===== config.mk =====
export PLATFORM = sky130hd
export DESIGN_NAME = rsv_tracker
export DESIGN_NICKNAME = d
export VERILOG_FILES = /design/src/rtl/rsv_pkg.sv /design/src/rtl/rsv_classify.sv /design/src/rtl/rsv_store.sv /design/src/rtl/rsv_qw_track.sv /design/src/rtl/rsv_status.sv /design/src/rtl/rsv_tracker.sv
export SDC_FILE = /design/constraint.sdc
export NUM_CORES = 1
export LEC_CHECK = 0
export ABC_AREA = 1
export BUFFER_PORTS_ARGS = -buffer_cell sky130_fd_sc_hd__clkbuf_2
export CAP_MARGIN = 40
export CORE_MARGIN = 3
export CORE_UTILIZATION = 45
export DETAILED_ROUTE_END_ITERATION = 10
export GPL_TIMING_DRIVEN = 0
export PLACE_DENSITY_LB_ADDON = 0.2
export RECOVER_POWER = 100
export SYNTH_ARGS = -nofsm -noshare
export SYNTH_HDL_FRONTEND = slang
export SYNTH_HIERARCHICAL = 1
export SYNTH_SLANG_ARGS = --single-unit

===== constraint.sdc =====
create_clock -name clk -period 1.3 [get_ports clk]
set_clock_uncertainty 0.05 [all_clocks]
set_input_delay 0.26 -clock clk [delete_from_list [all_inputs] [get_ports clk]]
set_output_delay 0.26 -clock clk [all_outputs]
set_load 0.01 [all_outputs]

===== src/rtl/rsv_pkg.sv =====
package rsv_pkg;

  typedef enum logic [1:0] {
    K_IDLE  = 2'd0,
    K_PLAIN = 2'd1,
    K_LARX  = 2'd2,
    K_STCX  = 2'd3
  } req_kind_e;

  // Map raw request flags to a request kind.
  function automatic req_kind_e classify(input logic valid, input logic store,
                                         input logic reserve);
    if (!valid)        return K_IDLE;
    else if (!reserve) return K_PLAIN;
    else if (store)    return K_STCX;
    else               return K_LARX;
  endfunction

  // A request may act on the reservation when it is not paired
  // or when it closes a pair.
  function automatic logic acts_on_rsv(input logic qw, input logic last);
    return !qw || last;
  endfunction

endpackage


===== src/rtl/rsv_classify.sv =====
module rsv_classify
  import rsv_pkg::*;
(
  input  logic req_valid,
  input  logic req_store,
  input  logic req_reserve,
  input  logic req_qw,
  input  logic req_last,
  output logic larx_final,
  output logic stcx_any,
  output logic stcx_first,
  output logic stcx_final
);

  req_kind_e kind;
  logic      closes;

  always_comb begin
    kind       = classify(req_valid, req_store, req_reserve);
    closes     = acts_on_rsv(req_qw, req_last);
    larx_final = (kind == K_LARX) && closes;
    stcx_any   = (kind == K_STCX);
    stcx_first = (kind == K_STCX) && !closes;
    stcx_final = (kind == K_STCX) && closes;
  end

endmodule


===== src/rtl/rsv_store.sv =====
module rsv_store #(
  parameter int LINE_W = 58
) (
  input  logic              clk,
  input  logic              rst_n,
  input  logic              set_en,
  input  logic              clr_en,
  input  logic [LINE_W-1:0] set_line,
  output logic              rsv_valid,
  output logic [LINE_W-1:0] rsv_line
);

  always_ff @(posedge clk or negedge rst_n) begin
    if (!rst_n) begin
      rsv_valid <= 1'b0;
      rsv_line  <= '0;
    end else if (set_en) begin
      rsv_valid <= 1'b1;
      rsv_line  <= set_line;
    end else if (clr_en) begin
      rsv_valid <= 1'b0;
    end
  end

  AST_SET_RECORDS_LINE: assert property (@(posedge clk) disable iff (!rst_n)
    set_en |=> (rsv_valid && rsv_line == $past(set_line)));

  AST_CLEAR_DROPS: assert property (@(posedge clk) disable iff (!rst_n)
    (clr_en && !set_en) |=> !rsv_valid);

  AST_IDLE_HOLDS: assert property (@(posedge clk) disable iff (!rst_n)
    (!set_en && !clr_en) |=> ($stable(rsv_valid) && $stable(rsv_line)));

endmodule


===== src/rtl/rsv_qw_track.sv =====
module rsv_qw_track (
  input  logic clk,
  input  logic rst_n,
  input  logic stcx_first,
  input  logic stcx_final,
  input  logic first_refused,
  output logic pend_fail
);

  always_ff @(posedge clk or negedge rst_n) begin
    if (!rst_n)          pend_fail <= 1'b0;
    else if (stcx_first) pend_fail <= first_refused;
    else if (stcx_final) pend_fail <= 1'b0;
  end

  AST_PEND_CLEARS: assert property (@(posedge clk) disable iff (!rst_n)
    stcx_final |=> !pend_fail);

endmodule


===== src/rtl/rsv_status.sv =====
module rsv_status (
  input  logic clk,
  input  logic rst_n,
  input  logic stcx_final,
  input  logic cancel,
  output logic sc_done,
  output logic sc_ok
);

  always_ff @(posedge clk or negedge rst_n) begin
    if (!rst_n) begin
      sc_done <= 1'b0;
      sc_ok   <= 1'b0;
    end else begin
      sc_done <= stcx_final;
      sc_ok   <= stcx_final && !cancel;
    end
  end

  AST_STATUS_FAIL: assert property (@(posedge clk) disable iff (!rst_n)
    (stcx_final && cancel) |=> (sc_done && !sc_ok));

  AST_NO_STRAY_DONE: assert property (@(posedge clk) disable iff (!rst_n)
    !stcx_final |=> !sc_done);

endmodule


===== src/rtl/rsv_tracker.sv =====
module rsv_tracker
  import rsv_pkg::*;
#(
  parameter int ADDR_W     = 64,
  parameter int LINE_BYTES = 64,
  localparam int OFF_W     = $clog2(LINE_BYTES),
  localparam int LINE_W    = ADDR_W - OFF_W
) (
  input  logic              clk,
  input  logic              rst_n,
  input  logic              req_valid,
  input  logic              req_store,
  input  logic              req_reserve,
  input  logic [ADDR_W-1:0] req_addr,
  input  logic              req_qw,
  input  logic              req_last,
  output logic              cancel_store,
  output logic              sc_done,
  output logic              sc_ok,
  output logic              rsv_valid,
  output logic [LINE_W-1:0] rsv_line
);

  // Compare a full address against a stored line; offset bits drop out.
  function automatic logic line_differs(input logic [ADDR_W-1:0] a,
                                        input logic [LINE_W-1:0] line);
    logic [ADDR_W-1:0] diff;
    diff = (a ^ {line, {OFF_W{1'b0}}}) >> OFF_W;
    return diff != '0;
  endfunction

  logic larx_final, stcx_any, stcx_first, stcx_final;
  logic addr_miss, base_fail, pend_fail;
  logic [LINE_W-1:0] req_line;

  rsv_classify u_cls (
    .req_valid  (req_valid),
    .req_store  (req_store),
    .req_reserve(req_reserve),
    .req_qw     (req_qw),
    .req_last   (req_last),
    .larx_final (larx_final),
    .stcx_any   (stcx_any),
    .stcx_first (stcx_first),
    .stcx_final (stcx_final)
  );

  always_comb begin
    req_line     = req_addr[ADDR_W-1:OFF_W];
    addr_miss    = line_differs(req_addr, rsv_line);
    base_fail    = !rsv_valid || addr_miss;
    cancel_store = stcx_any && (base_fail || (stcx_final && pend_fail));
  end

  rsv_store #(.LINE_W(LINE_W)) u_store (
    .clk      (clk),
    .rst_n    (rst_n),
    .set_en   (larx_final),
    .clr_en   (stcx_final),
    .set_line (req_line),
    .rsv_valid(rsv_valid),
    .rsv_line (rsv_line)
  );

  rsv_qw_track u_qw (
    .clk          (clk),
    .rst_n        (rst_n),
    .stcx_first   (stcx_first),
    .stcx_final   (stcx_final),
    .first_refused(base_fail),
    .pend_fail    (pend_fail)
  );

  rsv_status u_stat (
    .clk       (clk),
    .rst_n     (rst_n),
    .stcx_final(stcx_final),
    .cancel    (cancel_store),
    .sc_done   (sc_done),
    .sc_ok     (sc_ok)
  );

  AST_CANCEL_NO_RSV: assert property (@(posedge clk) disable iff (!rst_n)
    (stcx_any && !rsv_valid) |-> cancel_store);

  AST_CANCEL_MISS: assert property (@(posedge clk) disable iff (!rst_n)
    (stcx_any && rsv_valid && (req_addr[ADDR_W-1:OFF_W] != rsv_line)) |-> cancel_store);

  AST_QW_CHAIN: assert property (@(posedge clk) disable iff (!rst_n)
    ($past(stcx_first && cancel_store) && stcx_final) |-> cancel_store);

  AST_PLAIN_QUIET: assert property (@(posedge clk) disable iff (!rst_n)
    (!req_valid || !req_reserve) |-> !cancel_store);

  AST_FIRST_HALF_HOLDS: assert property (@(posedge clk) disable iff (!rst_n)
    (req_valid && req_reserve && req_qw && !req_last)
      |=> ($stable(rsv_valid) && $stable(rsv_line)));

endmodule


==> impl_metrics.tcl <==
set metrics [dict create \
    dr.pass1.iters 5 \
    syn2layout_area_growth_pct 29.0 \
    stdcell_count 829 \
    yosysTopAreaCellShare 0.432 \
    finalSetupViolations 9 \
    tightest_slew_ns 0.761 \
    path_max_fanout 4 \
    drc 0 \
    ys_types 15 \
    postSynthCellCount 577 \
    syn-num-nets 648 \
    synthTopCellsByArea "dfrtp_1, nand2_1, inv_1" \
    multi_input_area_um2 1620 \
    grt_pass1_vias 3493 \
    hpwl_mm 7.78 \
    dp_cells 803 \
    vias_per_cell 4.53 \
    htreeDepth 3 \
    routed_wl_mm 10.4 \
    gp_congestion 0.848 \
    crit_chain "nand2_1, nand2_1, nor2_1, nand2_1, nor2_1, nand2_1, nor2_4, nand3_2, nand2_2, inv_2, clkbuf_2" \
    cts_tree "built" \
    grt_overflow 0 \
    avgRoutedWirePerCell_um 12.5 \
    p_leak_nw 2.85 \
    min_path_type "input pin to flop" \
    max-cap-violations 0 \
    fmax_mhz 486 \
    grt_pass1_wl_mm 16.5 \
    synth.largest_area_cell "dfrtp_1" \
    antenna_cells_inserted 0 \
    maxSlewViolCount 0 \
    clk_pin_slew_worst_paths_ns 0.07 \
    power_density_nw_per_um2 1260 \
    port_buffers 126 \
    die_width_um 95.3 \
    cts_root_buffer "clkbuf_8" \
    synth_seq_cells 62 \
    worst_path_max_delay_cell "dfrtp_1" \
    drive_above_1_share 0.173 \
    avgSynthCellArea_um2 6.22 \
    num_vias 3752 \
    start_util 0.480 \
    finish.net_count 798 \
    setup_ws_ns -0.759 \
    rsz0062_at_grt "true" \
    cp_top_family "simple AND/OR/NAND/NOR gates" \
    ir_drop_mv 0.778 \
    violations "negative setup slack" \
    path_class "flop to primary output" \
    synth_warnings 6 \
    period_needed_ns 2.06 \
    grt_max_degree 36 \
    worstSetupStartpointType "flop" \
    nFillCells 737 \
    cts_buffers 9 \
    synth_area_um2 3590 \
    status "complete, but fails checks" \
    arrival_ns 1.75 \
    core_area_um2 7490 \
    fin_crit_sh 1.58 \
    path_buf_inv 2 \
    antenna_found_initial 0 \
    crit_top_cell "nand2_1" \
    hold_viol 0 \
    critical_path_required_ns 0.99 \
    die-height_um 95.3 \
    ant_nets 0 \
    ys_seq_area_frac 0.432 \
    layout.area.seq_um2 1550 \
    relSlewSlack 0.493 \
    setup_tns_ns -1.62 \
    cp-end-kind "primary output" \
    row_count 31 \
    dieArea_um2 9090 \
    cp_slowest_stage_delay_ns 0.41 \
    grt_use_total 0.238 \
    clock_path_buffers 2 \
    total_power_mw 5.86 \
    ios 133 \
    clk_latency_ns 0.34 \
    cts.sinks 62 \
    dr.first_iter.drc_count 201 \
]
-- cell usage after synthesis --
| library cell | number |
|---|---|
| nand2_1 | 338 |
| xor2_1 | 1 |
| xnor2_1 | 6 |
| o21ai_1 | 7 |
| dfrtp_1 | 62 |
| nand3_1 | 3 |
| nand2_2 | 1 |
| inv_2 | 2 |
| nor2_1 | 40 |
| buf_4 | 2 |
| buf_6 | 3 |
| nor2_2 | 4 |
| buf_2 | 8 |
| inv_1 | 99 |
| nand3_2 | 1 |
-- final cells by class --
cell class | instances | share of cell area
plain buffers | 13 | 0.0176
clock buffers | 12 | 0.0313
clock inverters | 2 | 0.00216
inverters | 101 | 0.0819
multi-input cells | 401 | 0.350
flip-flops and latches | 62 | 0.335
well taps | 99 | 0.0267
repair buffers | 139 | 0.156
-- what timing repair did --
item | CTS | global route
resized for setup | 8 | 22
buffers inserted | 18 | 6
endpoints found under the setup margin | 3 | 6
endpoints found under the hold margin | 27 | 0
pin swaps | 2 | 8
hold buffers | 1 | 0
-- cells by family after synthesis --
logic type,Yosys count,synth area share
simple gates,387,0.411
buf+inv,114,0.130
flops,62,0.432
compound gates,7,0.00976
xor+xnor,7,0.0171
-- report_power, final --
| group | internal (mW) | leakage [nW] | switching [mW] |
|---|---|---|---|
| registers | 2.27 | 0.778 | 0.341 |
| logic | 0.726 | 1.99 | 1.06 |
| clock network | 0.718 | 0.0821 | 0.738 |
| total | 3.72 | 2.85 | 2.14 |
-- final timing paths --
check	startpoint	to	slack (ns)	cells past startpoint
hold / removal	req_addr[44]	u_store/rsv_line[38]	0.10	3
min in group asynchronous	rst_n	u_store/rsv_line[8]	0.48	2
hold reg to reg	u_qw/pend_fail	u_qw/pend_fail	0.44	2
setup reg to reg	u_store/rsv_line[30]	u_stat/sc_ok	-0.52	14
setup / recovery	u_store/rsv_line[30]	cancel_store	-0.76	11
max in group asynchronous	rst_n	u_qw/pend_fail	0.06	3
-- metrics by stage --
stage	setup slack, ns	util	cell area [um2]	hold slack (ns)
5_1_grt	-0.892	0.619	4630	0.110
3_3_place_gp	-0.558	0.580	4350	0.403
6_report	-0.759	0.619	4630	0.104
4_1_cts	-0.783	0.617	4620	0.0928
3_5_place_dp	-0.491	0.583	4370	0.197
2_1_floorplan	-0.122	-	3590	-0.0856
-- worst reg2reg max path: stages, from the launching register on --
cell	delay, ns
dfrtp_1	0.41
nand2_1	0.08
nand2_1	0.05
nor2_1	0.10
nand2_1	0.09
nor2_1	0.12
nand2_1	0.10
nor2_4	0.16
nand3_2	0.09
nand2_2	0.07
inv_2	0.03
buf_4	0.12
buf_6	0.10
buf_6	0.10
nor2_4	0.08
-- flip-flops by register name (all words and copies together), names as in the netlist --
| signal | cells |
|---|---|
| u_qw/pend_fail | 1 |
| u_stat/sc_done | 1 |
| u_stat/sc_ok | 1 |
| u_store/rsv_line | 58 |
| u_store/rsv_valid | 1 |
-- metal layers --
layer / share of wire / global-route usage / vias to the layer above / wire length (um)
met5: 0 / 0 / - / 0
met2: 0.47 / 0.393 / 118 / 4920
met1: 0.44 / 0.315 / 1680 / 4580
li1: - / - / 1943 / -
met3: 0.073 / 0.0450 / 11 / 757
met4: 0.012 / 0.0781 / 0 / 120
-- placed cells by master, fill, tap and decap left out, drive strengths merged --
cell / count
nor2: 44
xnor2: 6
o21ai: 7
nand3: 4
buf: 22
nand2: 339
xor2: 1
clkinv: 2
dlygate4sd3: 1
inv: 101
dfrtp: 62
clkbuf: 141
No activity file was read; power rests on OpenSTA's default activity.
